--- src/rtl/ddr_init_pkg.sv ---
package ddr_init_pkg;
  typedef enum logic [1:0] {S_OFF, S_STAB, S_SEQ, S_RDY} st_e;
  typedef enum logic [2:0] {C_NOP, C_PRE, C_EMRS, C_MRS_DLL, C_AR, C_MRS_RUN} cmd_e;
  localparam logic [2:0] LAST_STEP = 3'd7;
  localparam logic [2:0] BL4_CODE  = 3'b010;
endpackage

--- src/rtl/ddr_init_timer.sv ---
module ddr_init_timer #(
  parameter int W = 8
) (
  input  logic         clk_i,
  input  logic         rst_ni,
  input  logic         load_i,
  input  logic [W-1:0] val_i,
  output logic         zero_o
);
  logic [W-1:0] cnt_q;

  always_ff @(posedge clk_i or negedge rst_ni) begin
    if (!rst_ni)             cnt_q <= '0;
    else if (load_i)         cnt_q <= val_i;
    else if (cnt_q != '0)    cnt_q <= cnt_q - 1'b1;
  end

  assign zero_o = (cnt_q == '0);
endmodule

--- src/rtl/ddr_init_step.sv ---
// Script table: step 0 is the CKE-raise slot, steps 1..7 are commands.
module ddr_init_step
  import ddr_init_pkg::*;
#(
  parameter int TW    = 8,
  parameter int T_XP  = 1,
  parameter int T_RP  = 3,
  parameter int T_MRD = 2,
  parameter int T_RFC = 18
) (
  input  logic [2:0]    idx_i,
  output cmd_e          cmd_o,
  output logic [TW-1:0] gap_o
);
  always_comb begin
    cmd_o = C_NOP;
    gap_o = TW'(T_MRD);
    unique case (idx_i)
      3'd0: begin cmd_o = C_NOP;     gap_o = TW'(T_XP);  end
      3'd1: begin cmd_o = C_PRE;     gap_o = TW'(T_RP);  end
      3'd2: begin cmd_o = C_EMRS;    gap_o = TW'(T_MRD); end
      3'd3: begin cmd_o = C_MRS_DLL; gap_o = TW'(T_MRD); end
      3'd4: begin cmd_o = C_PRE;     gap_o = TW'(T_RP);  end
      3'd5: begin cmd_o = C_AR;      gap_o = TW'(T_RFC); end
      3'd6: begin cmd_o = C_AR;      gap_o = TW'(T_RFC); end
      3'd7: begin cmd_o = C_MRS_RUN; gap_o = TW'(T_MRD); end
      default: ;
    endcase
  end
endmodule

--- src/rtl/ddr_init_cmd_enc.sv ---
module ddr_init_cmd_enc
  import ddr_init_pkg::*;
#(
  parameter int ADDR_W = 13
) (
  input  cmd_e              cmd_i,
  input  logic [2:0]        cas_lat_i,
  input  logic              drv_weak_i,
  output logic [3:0]        ctl_o,   // {cs_n, ras_n, cas_n, we_n}
  output logic [1:0]        ba_o,
  output logic [ADDR_W-1:0] addr_o
);
  always_comb begin
    ctl_o  = 4'b0111;
    ba_o   = 2'b00;
    addr_o = '0;
    unique case (cmd_i)
      C_PRE: begin
        ctl_o      = 4'b0010;
        addr_o[10] = 1'b1;
      end
      C_EMRS: begin
        ctl_o     = 4'b0000;
        ba_o      = 2'b01;
        addr_o[1] = drv_weak_i;
      end
      C_MRS_DLL, C_MRS_RUN: begin
        ctl_o       = 4'b0000;
        addr_o[2:0] = BL4_CODE;
        addr_o[6:4] = cas_lat_i;
        addr_o[8]   = (cmd_i == C_MRS_DLL);
      end
      C_AR: ctl_o = 4'b0001;
      default: ;
    endcase
  end
endmodule

--- src/rtl/ddr_init_seq.sv ---
module ddr_init_seq
  import ddr_init_pkg::*;
#(
  parameter int ADDR_W   = 13,
  parameter int STAB_CYC = 50000,
  parameter int DLL_CYC  = 200,
  parameter int T_XP     = 1,
  parameter int T_RP     = 3,
  parameter int T_MRD    = 2,
  parameter int T_RFC    = 18
) (
  input  logic              clk_i,
  input  logic              rst_ni,
  input  logic              clk_en_i,
  input  logic              pdn_clr_i,
  input  logic              pdn_req_i,
  input  logic [2:0]        cas_lat_i,
  input  logic              drv_weak_i,
  output logic              mem_clk_en_o,
  output logic              cke_o,
  output logic              cs_n_o,
  output logic              ras_n_o,
  output logic              cas_n_o,
  output logic              we_n_o,
  output logic [1:0]        ba_o,
  output logic [ADDR_W-1:0] addr_o,
  output logic              ready_o
);
  localparam int GAP_A    = (T_XP > T_RP) ? T_XP : T_RP;
  localparam int GAP_B    = (T_MRD > T_RFC) ? T_MRD : T_RFC;
  localparam int GAP_MAX  = (GAP_A > GAP_B) ? GAP_A : GAP_B;
  localparam int WAIT_MAX = (STAB_CYC > GAP_MAX) ? STAB_CYC : GAP_MAX;
  localparam int TW       = $clog2(WAIT_MAX + 1);
  localparam int DW       = $clog2(DLL_CYC + 1);

  st_e               st_q, st_d;
  logic [2:0]        step_q, step_d, idx;
  logic              cke_q, cke_d, rdy_q, rdy_d;
  logic              w_ld, w_zero, dll_ld, dll_zero;
  logic [TW-1:0]     w_val;
  cmd_e              cmd_d, rom_cmd;
  logic [TW-1:0]     rom_gap;
  logic [3:0]        ctl_d, ctl_q;
  logic [1:0]        ba_d, ba_q;
  logic [ADDR_W-1:0] addr_d, addr_q;

  assign idx = (st_q == S_SEQ) ? step_q + 3'd1 : 3'd0;

  ddr_init_step #(
    .TW(TW), .T_XP(T_XP), .T_RP(T_RP), .T_MRD(T_MRD), .T_RFC(T_RFC)
  ) u_step (
    .idx_i(idx), .cmd_o(rom_cmd), .gap_o(rom_gap)
  );

  ddr_init_timer #(.W(TW)) u_wait (
    .clk_i(clk_i), .rst_ni(rst_ni), .load_i(w_ld), .val_i(w_val), .zero_o(w_zero)
  );

  ddr_init_timer #(.W(DW)) u_dll (
    .clk_i(clk_i), .rst_ni(rst_ni), .load_i(dll_ld), .val_i(DW'(DLL_CYC)),
    .zero_o(dll_zero)
  );

  always_comb begin
    st_d   = st_q;
    step_d = step_q;
    cke_d  = cke_q;
    rdy_d  = rdy_q;
    cmd_d  = C_NOP;
    w_ld   = 1'b0;
    w_val  = '0;
    dll_ld = 1'b0;
    if (!clk_en_i) begin
      st_d  = S_OFF;
      cke_d = 1'b0;
      rdy_d = 1'b0;
    end else begin
      unique case (st_q)
        S_OFF: begin
          st_d  = S_STAB;
          w_ld  = 1'b1;
          w_val = TW'(STAB_CYC);
        end
        S_STAB: begin
          if (pdn_clr_i && w_zero) begin
            st_d   = S_SEQ;
            cke_d  = 1'b1;
            step_d = 3'd0;
            w_ld   = 1'b1;
            w_val  = rom_gap;
          end
        end
        S_SEQ, S_RDY: begin
          if (pdn_req_i) begin
            // power-down: rerun allowed immediately, clock already stable
            st_d  = S_STAB;
            cke_d = 1'b0;
            rdy_d = 1'b0;
            w_ld  = 1'b1;
          end else if (st_q == S_SEQ && w_zero) begin
            if (step_q == LAST_STEP) begin
              if (dll_zero) begin
                st_d  = S_RDY;
                rdy_d = 1'b1;
              end
            end else begin
              step_d = idx;
              cmd_d  = rom_cmd;
              w_ld   = 1'b1;
              w_val  = rom_gap;
              dll_ld = (rom_cmd == C_MRS_DLL);
            end
          end
        end
        default: st_d = S_OFF;
      endcase
    end
  end

  ddr_init_cmd_enc #(.ADDR_W(ADDR_W)) u_enc (
    .cmd_i(cmd_d), .cas_lat_i(cas_lat_i), .drv_weak_i(drv_weak_i),
    .ctl_o(ctl_d), .ba_o(ba_d), .addr_o(addr_d)
  );

  always_ff @(posedge clk_i or negedge rst_ni) begin
    if (!rst_ni) begin
      st_q   <= S_OFF;
      step_q <= '0;
      cke_q  <= 1'b0;
      rdy_q  <= 1'b0;
      ctl_q  <= 4'b0111;
      ba_q   <= '0;
      addr_q <= '0;
    end else begin
      st_q   <= st_d;
      step_q <= step_d;
      cke_q  <= cke_d;
      rdy_q  <= rdy_d;
      ctl_q  <= ctl_d;
      ba_q   <= ba_d;
      addr_q <= addr_d;
    end
  end

  assign mem_clk_en_o = (st_q != S_OFF);
  assign cke_o        = cke_q;
  assign ready_o      = rdy_q;
  assign {cs_n_o, ras_n_o, cas_n_o, we_n_o} = ctl_q;
  assign ba_o         = ba_q;
  assign addr_o       = addr_q;
endmodule

--- config.mk ---
export PLATFORM = sky130hd
export DESIGN_NAME = ddr_init_seq
export DESIGN_NICKNAME = d
export VERILOG_FILES = /design/src/rtl/ddr_init_pkg.sv /design/src/rtl/ddr_init_timer.sv /design/src/rtl/ddr_init_step.sv /design/src/rtl/ddr_init_cmd_enc.sv /design/src/rtl/ddr_init_seq.sv
export SDC_FILE = /design/constraint.sdc
export NUM_CORES = 1
export LEC_CHECK = 0
export BUFFER_PORTS_ARGS = -buffer_cell sky130_fd_sc_hd__buf_2
export CELL_PAD_IN_SITES_DETAIL_PLACEMENT = 0
export CELL_PAD_IN_SITES_GLOBAL_PLACEMENT = 2
export CORE_MARGIN = 10
export CORE_UTILIZATION = 39
export CTS_CLUSTER_SIZE = 12
export DETAILED_ROUTE_END_ITERATION = 12
export GPL_TIMING_DRIVEN = 1
export PLACE_DENSITY_LB_ADDON = 0.1
export SLEW_MARGIN = 10
export SYNTH_ARGS = -nofsm -noshare
export SYNTH_HDL_FRONTEND = slang
export SYNTH_SLANG_ARGS = --single-unit
export TNS_END_PERCENT = 100
--- constraint.sdc ---
create_clock -name clk_i -period 5.5 [get_ports clk_i]
set_clock_uncertainty 0.1 [all_clocks]
set_input_delay 0.275 -clock clk_i [delete_from_list [all_inputs] [get_ports clk_i]]
set_output_delay 0.275 -clock clk_i [all_outputs]
set_load 0.1 [all_outputs]
-- After elaboration in Yosys (flattened, before gate mapping)
Memory sizes are Yosys's and may differ from the RTL's.
Index checks and enable logic that the tools add are counted.
- add/sub/neg operators: 3
- equal/unequal tests: 24
- mux-type cells: 55
- reductions and logical operators: 18
- operator list (cell ; number):
    $mux W16 ; 7
    $pmux W16 S3 ; 1
    $mux W3 ; 11
    $mux W1 ; 22
    $logic_not A16 Y1 ; 1
    $mux W8 ; 2
    $reduce_bool A16 Y1 ; 1
    $sub A16 B1 Y16 const B ; 1
    $mux W2 ; 6
    $ne A3 B1 Y1 const B ; 4
    $ne A4 B4 Y1 const B ; 3
    $eq A3 B2 Y1 const B ; 3
    $eq A3 B3 Y1 const B ; 3
    $pmux W3 S3 ; 1
    $logic_not A8 Y1 ; 1
    $ne A2 B2 Y1 const B ; 4
    $reduce_and A4 Y1 ; 2
    $reduce_bool A2 Y1 ; 4
    $reduce_bool A8 Y1 ; 1
    $sub A8 B1 Y8 const B ; 1
    $ne A3 B3 Y1 const B ; 2
    $pmux W2 S3 ; 1
    $pmux W3 S2 ; 1
    $reduce_and A6 Y1 ; 1
    12 further kinds ; 16
- flip-flop bits (word level): 43
- bits in read-only memories: 48
- input port bits: 9
- output and inout bits: 22
- word-level logic and storage cells: 110
- memories kept: 1
- memory list (name ; words ; width ; read ports ; clocked after Yosys merged registers in ; wr ports ; line ; text):
    (no name shown) ; 8 ; 6 ; 1 ; 0 ; 0 ; ddr_init_step.sv:18 ; unique case (idx_i)

-- Depth between registers and ports, before layout
Gate-level depths: netlist (run 1).
An unclocked memory read counts as a cell.
- depth after elaboration: 11
- mapped depth: 8
- mapped depth without buffers: 7

-- Hierarchy
Synthesis (run 1) repeated with hierarchy kept, for this count alone.
- cell total of the unflattened synthesis: 311
- area total of the unflattened synthesis: 2994.1 um^2
- modules (own cells, without submodules) (module ; times used ; cells each ; area an instance (um^2) ; seq. area each (um^2)):
    ddr_init_seq ; 1 ; 96 ; 1113.6 ; 654.4
    ddr_init_timer at u_wait ; 1 ; 108 ; 1022.2 ; 400.4
    ddr_init_timer at u_dll ; 1 ; 54 ; 476.7 ; 200.2
    ddr_init_cmd_enc ; 1 ; 28 ; 200.2 ; 0.0
    ddr_init_step ; 1 ; 25 ; 181.4 ; 0.0

-- Least setup slack after synthesis (run 1)
No wires, ideal clock.
- kind: register to register
- from: register step_q[0]
- to: register u_dll.cnt_q[7]
- setup time: 83 ps
- data arrival time: 1964 ps
- data required time: 5317 ps
- slack: 3353 ps
- stages on the path, launching flop included: 7
- buffers on the path: 0
- clock period less this slack: 2147 ps
- path through: dfrtp_1 -> ha_1 -> ha_1 -> nand4bb_1 -> nor2_1 -> or4b_1 -> o21ai_0
- word-level cells in the longest chain between the ends: 10
- elaborated cells between the ends (all ways): 12
- classes of those cells: add/sub (1); eq/ne (2); mux (7); reduce/logical (1); memory (1)
- RTL lines (item ; line ; text):
    from (decl) ; ddr_init_seq.sv:37 ; logic [2:0] step_q, step_d, idx;
    from (signal assigned) ; ddr_init_seq.sv:136 ; step_q <= step_d;
    $add A3 B1 Y3 ; ddr_init_seq.sv:47 ; assign idx = (st_q == S_SEQ) ? step_q + 3'd1 : 3'd0;
    $mux W3 ; ddr_init_seq.sv:47 ;
    $mem_v2 Z8 W6 ; -- ;
    $eq A3 B2 Y1 ; ddr_init_seq.sv:111 ; dll_ld = (rom_cmd == C_MRS_DLL);
    $mux W1 * ; ddr_init_seq.sv:101 ; if (step_q == LAST_STEP) begin
    $mux W1 * ; ddr_init_seq.sv:100 ; end else if (st_q == S_SEQ && w_zero) begin
    $mux W1 * ; ddr_init_seq.sv:94 ; if (pdn_req_i) begin
    $mux W1 * ; ddr_init_seq.sv:78 ; unique case (st_q)
    $mux W1 * ; ddr_init_seq.sv:73 ; if (!clk_en_i) begin
    $mux W8 or $reduce_bool A2 Y1 (tied branches) ; -- ;
    to (signal assigned) ; ddr_init_timer.sv:14 ; else if (load_i) cnt_q <= val_i;
    to (signal assigned) ; ddr_init_timer.sv:15 ; else if (cnt_q != '0) cnt_q <= cnt_q - 1'b1;
    to (decl) ; ddr_init_timer.sv:10 ; logic [W-1:0] cnt_q;
Mark *: on every way between the ends. The rest lies on a longest branch, timed or not.
A chain may end at the register's enable or synchronous reset.

-- Worst setup path in the final report (run 1)
- from: register step_q[0]
- to: register u_dll.cnt_q[1]
The elaborated chain is that of the path after synthesis.

==> impl_metrics.ini, run 1 <==
[status]
status = completed

[timing]
finalWorstPathRequiredPeriod_ps = 2480
rsz0062_at_grt = false
hold_violations = 0
layout_setup_ws_ps = 3020
tightest_slew_ps = 952
slew-limit-headroom = 0.365
fin_setup_tns_ps = 0
timing.fmax_ghz = 0.404
finalCritPeriodShare = 0.451
final_max_slew_viol_count = 0
setup_viol = 0
hold_slack_ps = 29.1

[final_layout]
nets = 273
multi_input_area_mm2 = 0.00124
final_util = 0.440
area_growth_pct = 9.06
layout-drive-gt1-share = 0.194
finalNonFillerCells = 333
final_cell_mix = dfrtp_1 (38), buf_2 (21), nor2_1 (14), a21oi_1 (11), nand2_1 (10)
design_area_mm2 = 0.00262
register_area_mm2 = 0.00103
final_common_cell = dfrtp_1
diodes = 0
fill_cells = 611

[global_routing]
grt_usage = 0.110
antenna_found_initial = 0
grt_pass1_vias = 1836
grt_first_pass_wirelength_um = 9080
overflow = 0
grt_max_degree = 42

[setup_path]
start_kind = flop
worstReg2RegEnd = u_dll.cnt_q[1]
regToRegSetupSlack_ps = 3020
end_kind = flop
cp.arrival_ps = 2530
crit_fanout = 7
r2r_start = step_q[0]
worstRegToRegCells = 6
worstSetupPathType = reg -> reg
crit_required_ps = 5550

[hold_path]
hp-class = in -> async

[power]
cellPowerDensity_mw_per_mm2 = 296
leakagePower_nw = 1.04
total_power_mw = 0.777
ir_worst_vdd_uv = 133

[place]
numPortBuffers = 21
dpl_worst_slack_ps = 3060
gp_congestion = 0.813
post_dp_cell_area_mm2 = 0.00250
dpl.cell_count = 325
place_hpwl_um = 3850

[clocking]
clk_path_buf_depth = 2
cts_hold_buf = 0
numCtsBuffers = 5
path_clk_slew_ps = 80
cts_tree = built
cts_sinks = 41
cts-root-buf = clkbuf_8
cts_resized = 0
h-tree-depth = 2
clock_latency_ps = 290
post_cts_buffers = 0

[logic_synthesis]
seq_area_frac_synth = 0.429
synth_top_flop_cell = dfrtp_1
synth_cell_type_count = 58
synth-edff-count = 0
syn_inst = 240
ys_ff_latch = 41
yosys_warnings = 0
async_reset_ff_frac = 1.00
syn-cell-area_mm2 = 0.00240
syn_area_per_cell_um2 = 10.0

[run]
cap_viol_max_count = 0

[floorplanning]
dieArea_mm2 = 0.00970
rows = 28
die_w_um = 98.5
start_util = 0.403
core_area_mm2 = 0.00596
fp.dieH_um = 98.5
ios = 31

[detailed_routing]
vias = 1795
ant_nets = 0
routedWlPerCell_um = 15.9
drtIter0Drc = 72
dr.pass1.iters = 4
viasPerCell = 5.39
wl_um = 5290
drc = 0
[how the worst max path moves through the flow]
stage	startpoint	cells after the start	to	slack, ps
3_5_place_dp	step_q[0]	6	u_dll.cnt_q[1]	3060
3_3_place_gp	step_q[0]	6	u_dll.cnt_q[1]	3100
5_1_grt	step_q[0]	6	u_dll.cnt_q[5]	2840
6_report	step_q[0]	6	u_dll.cnt_q[1]	3020
2_1_floorplan	step_q[0]	6	u_dll.cnt_q[7]	3350
4_1_cts	step_q[0]	6	u_dll.cnt_q[1]	3040
[kinds of logic after synthesis]
| family | Yosys count | synth area share |
|---|---|---|
| and+or+nand+nor | 100 | 0.269 |
| AOI/OAI and AO/OA | 49 | 0.140 |
| DFF | 41 | 0.429 |
| buffers and inverters | 27 | 0.0656 |
| xor gates and xnor gates | 9 | 0.0328 |
| adders and majority gates | 7 | 0.0365 |
| muxes | 6 | 0.0260 |
| other | 1 | 0.00156 |
[final cells by class]
| cell class | count | share of cell area |
|---|---|---|
| Sequential cell | 41 | 0.393 |
| Clock buffer | 7 | 0.0330 |
| Timing Repair Buffer | 21 | 0.0401 |
| Inverter | 8 | 0.0115 |
| Multi-Input combinational cell | 180 | 0.475 |
| Tap cell | 75 | 0.0358 |
| Clock inverter | 1 | 0.0115 |
[where the power goes]
group	switching [mW]	internal [mW]	total (mW)	leakage, nW
Combinational	0.0901	0.0570	0.147	0.482
Sequential	0.0456	0.332	0.377	0.505
Clock	0.104	0.148	0.252	0.0585
[flip-flops by register name, indices dropped and copies added (netlist names)]
name and count:
ba_o 1, st_q 2, ctl_q 3, u_wait.cnt_q 16, ready_o 1, u_dll.cnt_q 8, step_q 3, addr_o 6
cke_o 1
[cells in the mapped netlist (3+ instances only)]
cell       n  area share
dfrtp_1   38        0.40
nor2_1    14       0.022
a21oi_1   11       0.023
buf_4     10       0.031
nand2_1   10       0.016
nand2b_1   9       0.023
nor3_1     9       0.019
o21ai_0    9       0.019
inv_1      8       0.013
ha_1       7       0.036
nand3_1    7       0.015
o31ai_1    7       0.022
or3_1      7       0.018
clkbuf_1   6      0.0094
a211oi_1   5       0.016
and2_1     5       0.013
xnor2_1    5       0.018
mux2i_1    4       0.017
nor2b_1    4       0.010
nor4_1     4       0.010
xor2_1     4       0.015
dfstp_2    3       0.033
nor3b_1    3      0.0094
o41ai_1    3       0.011
[layer usage]
metal	GRT usage	up-vias	share of wire	wire (um)
met2	0.180	33	0.48	2530
li1	-	894	-	-
met4	0.0397	0	0.016	85
met3	0.0237	7	0.032	168
met5	0	-	0	0
met1	0.140	861	0.47	2510
[critical path: stages (launching register included)]
cell	delay, ps
dfrtp_1	460
ha_1	240
ha_1	350
nand4bb_1	300
nor2_1	260
nor4b_2	510
a211oi_1	100
Note: power is estimated with default switching activity, not from simulation.
==> run 2: changes to the inputs <==
- CORE_UTILIZATION: 39 -> 33
- clock period: 5.5 -> 2.2 ns (I/O delays scaled with it)
==> run 2 against run 1 <==
Net effect:
- worst setup slack got worse by 2900 ps
- clock-buffer cell count decreased by 1
- clock power increased to 2.6 times the previous value
- highest routed layer unchanged
- combinational power increased to 2.9 times the previous value
- critical path depth decreased by 2
- design area increased by 13%
- via count increased by 6.9%
- sequential power increased by 150%
- sequential cell count unchanged
- final cell count increased by 16%
==> impl_metrics.ini, run 2 (synthesis gave the netlist of run 1 again) <==
[timing]
setup_viol = 0
finalWorstPathRequiredPeriod_ps = 2100
hold_violations = 0
final_max_slew_viol_count = 0
timing.fmax_ghz = 0.476
fin_setup_tns_ps = 0
slew-limit-headroom = 0.651
rsz0062_at_grt = false
tightest_slew_ps = 524
finalCritPeriodShare = 0.955
hold_slack_ps = 8.84

[run]
cap_viol_max_count = 0

[power]
switching_share = 0.315
combPwrFrac = 0.210
p_switching_mw = 0.634
cellPowerDensity_mw_per_mm2 = 680
internal_power_mw = 1.38
leakagePower_nw = 1.20
p_clk_frac = 0.322
ir_worst_vdd_uv = 249
seqPwrFrac = 0.468

[setup_path]
regToRegSetupSlack_ps = 100
worstPathCellList = or3_4, or4_4, or4_4, a21oi_2
end_kind = flop
cp_top_family = simple AND/OR/NAND/NOR gates
worstSetupPathType = reg -> reg
crit_required_ps = 2330
cp.arrival_ps = 2230
r2r_start = u_wait.cnt_q[8]
worstReg2RegEnd = u_wait.cnt_q[13]
crit_top_cell = or4_4
start_kind = flop
worstRegToRegCells = 4
critPathMaxStageDelay_ps = 490
crit_fanout = 5
slowest_stage = or4_4
crit_buf_inv = 0

[final_layout]
final_cell_mix = dfrtp_1 (38), buf_4 (24), buf_2 (21), nor2_1 (13), a21oi_1 (11)
layout-drive-gt1-share = 0.288
final_common_cell = dfrtp_1
final_util = 0.412
fill_cells = 715
nets = 303
multi_input_area_mm2 = 0.00129
register_area_mm2 = 0.00103
largest_register_ffs = 16
area_growth_pct = 23.1
diodes = 0
largest-register = u_wait.cnt_q

[hold_path]
hp-class = in -> reg
hold_path_end = addr_o[1]
hp-start = drv_weak_i
holdPathStages = 3

[detailed_routing]
wl_um = 5750
dr.pass1.iters = 4
drc = 0
ant_nets = 0
drtIter0Drc = 58
vias = 1918
viasPerCell = 4.96
routedWlPerCell_um = 14.9

[floorplanning]
rows = 31
start_util = 0.335
core_area_mm2 = 0.00718
fp.dieH_um = 105
ios = 31
die_w_um = 105
dieArea_mm2 = 0.0111

[clocking]
post_cts_buffers = 0
h-tree-depth = 2
clock_latency_ps = 300
cts_tree = built
numCtsBuffers = 5
clk_path_buf_depth = 2
cts-root-buf = clkbuf_8
path_clk_slew_ps = 80
cts_sinks = 41

[global_routing]
grt_usage = 0.108
overflow = 0
grt_max_degree = 23
grt_first_pass_wirelength_um = 9820
grt_pass1_vias = 2006
antenna_found_initial = 0

[place]
numPortBuffers = 21
gp_congestion = 0.773
place_hpwl_um = 4410

[status]
status = completed
==> run 2: power groups by stage <==
stage / Clock [mW] / Combinational, mW / Sequential [mW]
floorplan: 0 / 0.320 / 0.927
global placement: 0 / 0.415 / 0.947
detailed placement: 0 / 0.418 / 0.946
CTS: 0.684 / 0.426 / 0.932
global route: 0.708 / 0.474 / 0.954
finish: 0.649 / 0.422 / 0.941
==> run 2: worst max-delay path by stage <==
stage               cells past startpoint  slack [ps]            start                to
global route                            7           2        step_q[0]         addr_o[5]
finish                                  4         100  u_wait.cnt_q[8]  u_wait.cnt_q[13]
floorplan                               6          50        step_q[0]    u_dll.cnt_q[7]
detailed placement                      7          20  u_wait.cnt_q[1]  u_wait.cnt_q[15]
CTS                                     6           7        step_q[0]    u_dll.cnt_q[7]
global placement                        6          20        step_q[0]    u_dll.cnt_q[7]
==> run 2: per-stage QoR <==
stage                     instance area [um^2]  setup slack [ps]  power (mW)  std cells
final                                     2960              99.0        2.01        387
after floorplan                           2430              53.2        1.25        248
after global placement                    2750              21.4        1.36        375
after detailed placement                  2750              16.1        1.36        375
after global routing                      2960              2.09        2.14        387
after CTS                                 2920              7.20        2.04        387
==> run 2: tightest hold or removal path, cell delays in order <==
cell	delay, ps
buf_2	80
a32oi_1	70
nor2b_1	100
==> run 2: cell type report <==
| class | instances | share of cell area |
|---|---|---|
| well taps | 99 | 0.0419 |
| clock inverters | 2 | 0.0127 |
| clock buffers | 6 | 0.0279 |
| repair buffers | 51 | 0.124 |
| flip-flops and latches | 41 | 0.348 |
| multi-input cells | 180 | 0.436 |
| inverters | 8 | 0.0102 |
==> run 2: layer usage <==
metal,up-vias,wire [um],share of wire,track usage
li1,953,-,-,-
met1,926,2750,0.48,0.135
met2,31,2620,0.46,0.168
met3,8,263,0.046,0.0329
met4,0,112,0.019,0.0431
met5,-,0,0,0
==> run 2: repair_timing <==
item / 4_1_cts / 5_1_grt
resized for setup: 1 / 6
hold buffers: 4 / 0
endpoints found under the hold margin: 22 / 0
setup endpoints to repair: 1 / 23
==> run 3: changes to the inputs <==
- CORE_UTILIZATION: 33 -> 37
- GPL_TIMING_DRIVEN: 1 -> not set
- clock period: 2.2 -> 2 ns (I/O delays scaled with it)
==> run 3 against run 2 <==
Net effect:
- sequential share of layout area decreased by 3.6 points
- register-to-register slack got worse by 80 ps
- hold slack improved by 48 ps
- non-clock buffer count increased by 23
- maximum frequency increased by 6.2%
- worst setup slack got worse by 78 ps
==> impl_metrics.ini, run 3 (synthesis gave the netlist of run 1 again) <==
[clocking]
cts_sinks = 41
numCtsBuffers = 5
h-tree-depth = 2
cts-root-buf = clkbuf_8
cts_tree = built
path_clk_slew_ps = 80
clk_path_buf_depth = 2
clock_latency_ps = 300

[power]
total_power_mw = 2.31
p_clk_frac = 0.308
seqPwrFrac = 0.446
internal_power_mw = 1.58
switching_share = 0.314
cellPowerDensity_mw_per_mm2 = 699
p_switching_mw = 0.725
ir_worst_vdd_uv = 554
combPwrFrac = 0.246
leakagePower_nw = 1.36

[timing]
final_max_slew_viol_count = 0
hold_violations = 0
rsz0062_at_grt = true
timing.fmax_ghz = 0.505
finalWorstPathRequiredPeriod_ps = 1980
slew-limit-headroom = 0.635
tightest_slew_ps = 542
setup_viol = 0
finalCritPeriodShare = 0.989
hold_slack_ps = 57.1

[setup_path]
cp.arrival_ps = 2120
crit_required_ps = 2140
start_kind = flop
crit_start = step_q[0]
crit_top_cell = ha_4
cp_top_family = simple AND/OR/NAND/NOR gates
crit_fanout = 3
critPathMaxStageDelay_ps = 420
r2r_start = step_q[0]
worstPathCellList = ha_4, nand2_2, ha_4, mux2i_2, nor3b_4, and4_4, and2_4
crit_buf_inv = 0
worstSetupPathType = reg -> reg
slowest_stage = dfrtp_1
end_kind = flop

[final_layout]
final_common_cell = buf_4
diodes = 0
largest_register_ffs = 16
nets = 326
layout-drive-gt1-share = 0.424
final_cell_mix = buf_4 (44), dfrtp_1 (38), buf_2 (21), nor2_1 (11)
largest-register = u_wait.cnt_q
area_growth_pct = 37.3

[detailed_routing]
dr.pass1.iters = 4
routedWlPerCell_um = 15.9
wl_um = 6160
vias = 2002
viasPerCell = 5.16
drc = 0
ant_nets = 0
drtIter0Drc = 58

[hold_path]
hp-start = clk_en_i
hp-class = in -> reg

[floorplanning]
ios = 31
dieArea_mm2 = 0.0101
rows = 29
die_w_um = 101
fp.dieH_um = 101
start_util = 0.380
core_area_mm2 = 0.00631

[global_routing]
grt_usage = 0.121
antenna_found_initial = 0
overflow = 0
grt_max_degree = 42
grt_first_pass_wirelength_um = 10000
grt_pass1_vias = 2038

[run]
cap_viol_max_count = 0

[place]
place_hpwl_um = 4370
gp_congestion = 0.771
numPortBuffers = 21

[status]
status = completed
-- run 3: cell types whose count changed in the layout (fill, tap and decap cells not counted), moves of 3 or more --
cell | previous run | this run
buf_4 | 24 | 44
nand3_1 | 7 | 4
ha_4 | 0 | 3
nand3_2 | 0 | 3
-- run 3: worst register-to-register path, delay by kind of cell, from the launching register on --
kind	cells	cell delay (ps)
adder cells (fa/ha/maj)	2	540
multiplexers	1	170
flip-flops	1	420
AND/OR/NAND/NOR	4	700
-- run 3: layout make-up --
class                   instances  area (um^2)
fillers                       616         3010
multi-input cells             180         1470
flip-flops and latches         41         1030
repair buffers                 74          557
well taps                      77         96.3
clock buffers                   7         86.3
clock inverters                 1         30.0
inverters                       8         30.0
-- run 3: timing repair --
action,4_1_cts,5_1_grt
buffers inserted,1,6
resized for setup,5,34
endpoints found under the hold margin,45,0
pin swaps,4,13
hold buffers,5,0
setup endpoints to repair,9,31
-- run 3: stage by stage --
step                instances  utilization  setup TNS [ps]  setup WS (ps)  instance area, um^2
finish                    388        0.523               0           21.4                 3300
global route              388        0.523            -543          -59.0                 3300
CTS                       382        0.492               0           3.68                 3110
detailed placement        368        0.460           -74.9          -52.0                 2900
global placement          368        0.460           -70.9          -46.2                 2900
floorplan                 248            -               0           2.26                 2480
-- run 3: path summary, 6_finish.rpt --
kind,to,slack (ps),cells after the start
max in group asynchronous,ctl_q[0],1340,3
worst max-delay path,addr_o[4],20,7
min in group asynchronous,ba_o[0],200,3
worst max register to register,addr_o[4],20,7
worst min-delay path,ready_o,60,3
worst min register to register,cke_o,420,2
-- run 3: per-layer routing --
layer | up-vias | routed length (um) | GRT usage
met3 | 4 | 178 | 0.0329
met5 | - | 0 | 0
met1 | 972 | 2940 | 0.156
met4 | 0 | 38 | 0.0293
li1 | 1005 | - | -
met2 | 21 | 3010 | 0.194
-- run 3: power by group through the flow --
stage,clock network [mW],registers (mW),logic (mW)
floorplan,0,1.02,0.356
global placement,0,1.04,0.494
detailed placement,0,1.04,0.498
CTS,0.726,1.02,0.519
global route,0.762,1.04,0.627
finish,0.711,1.03,0.568
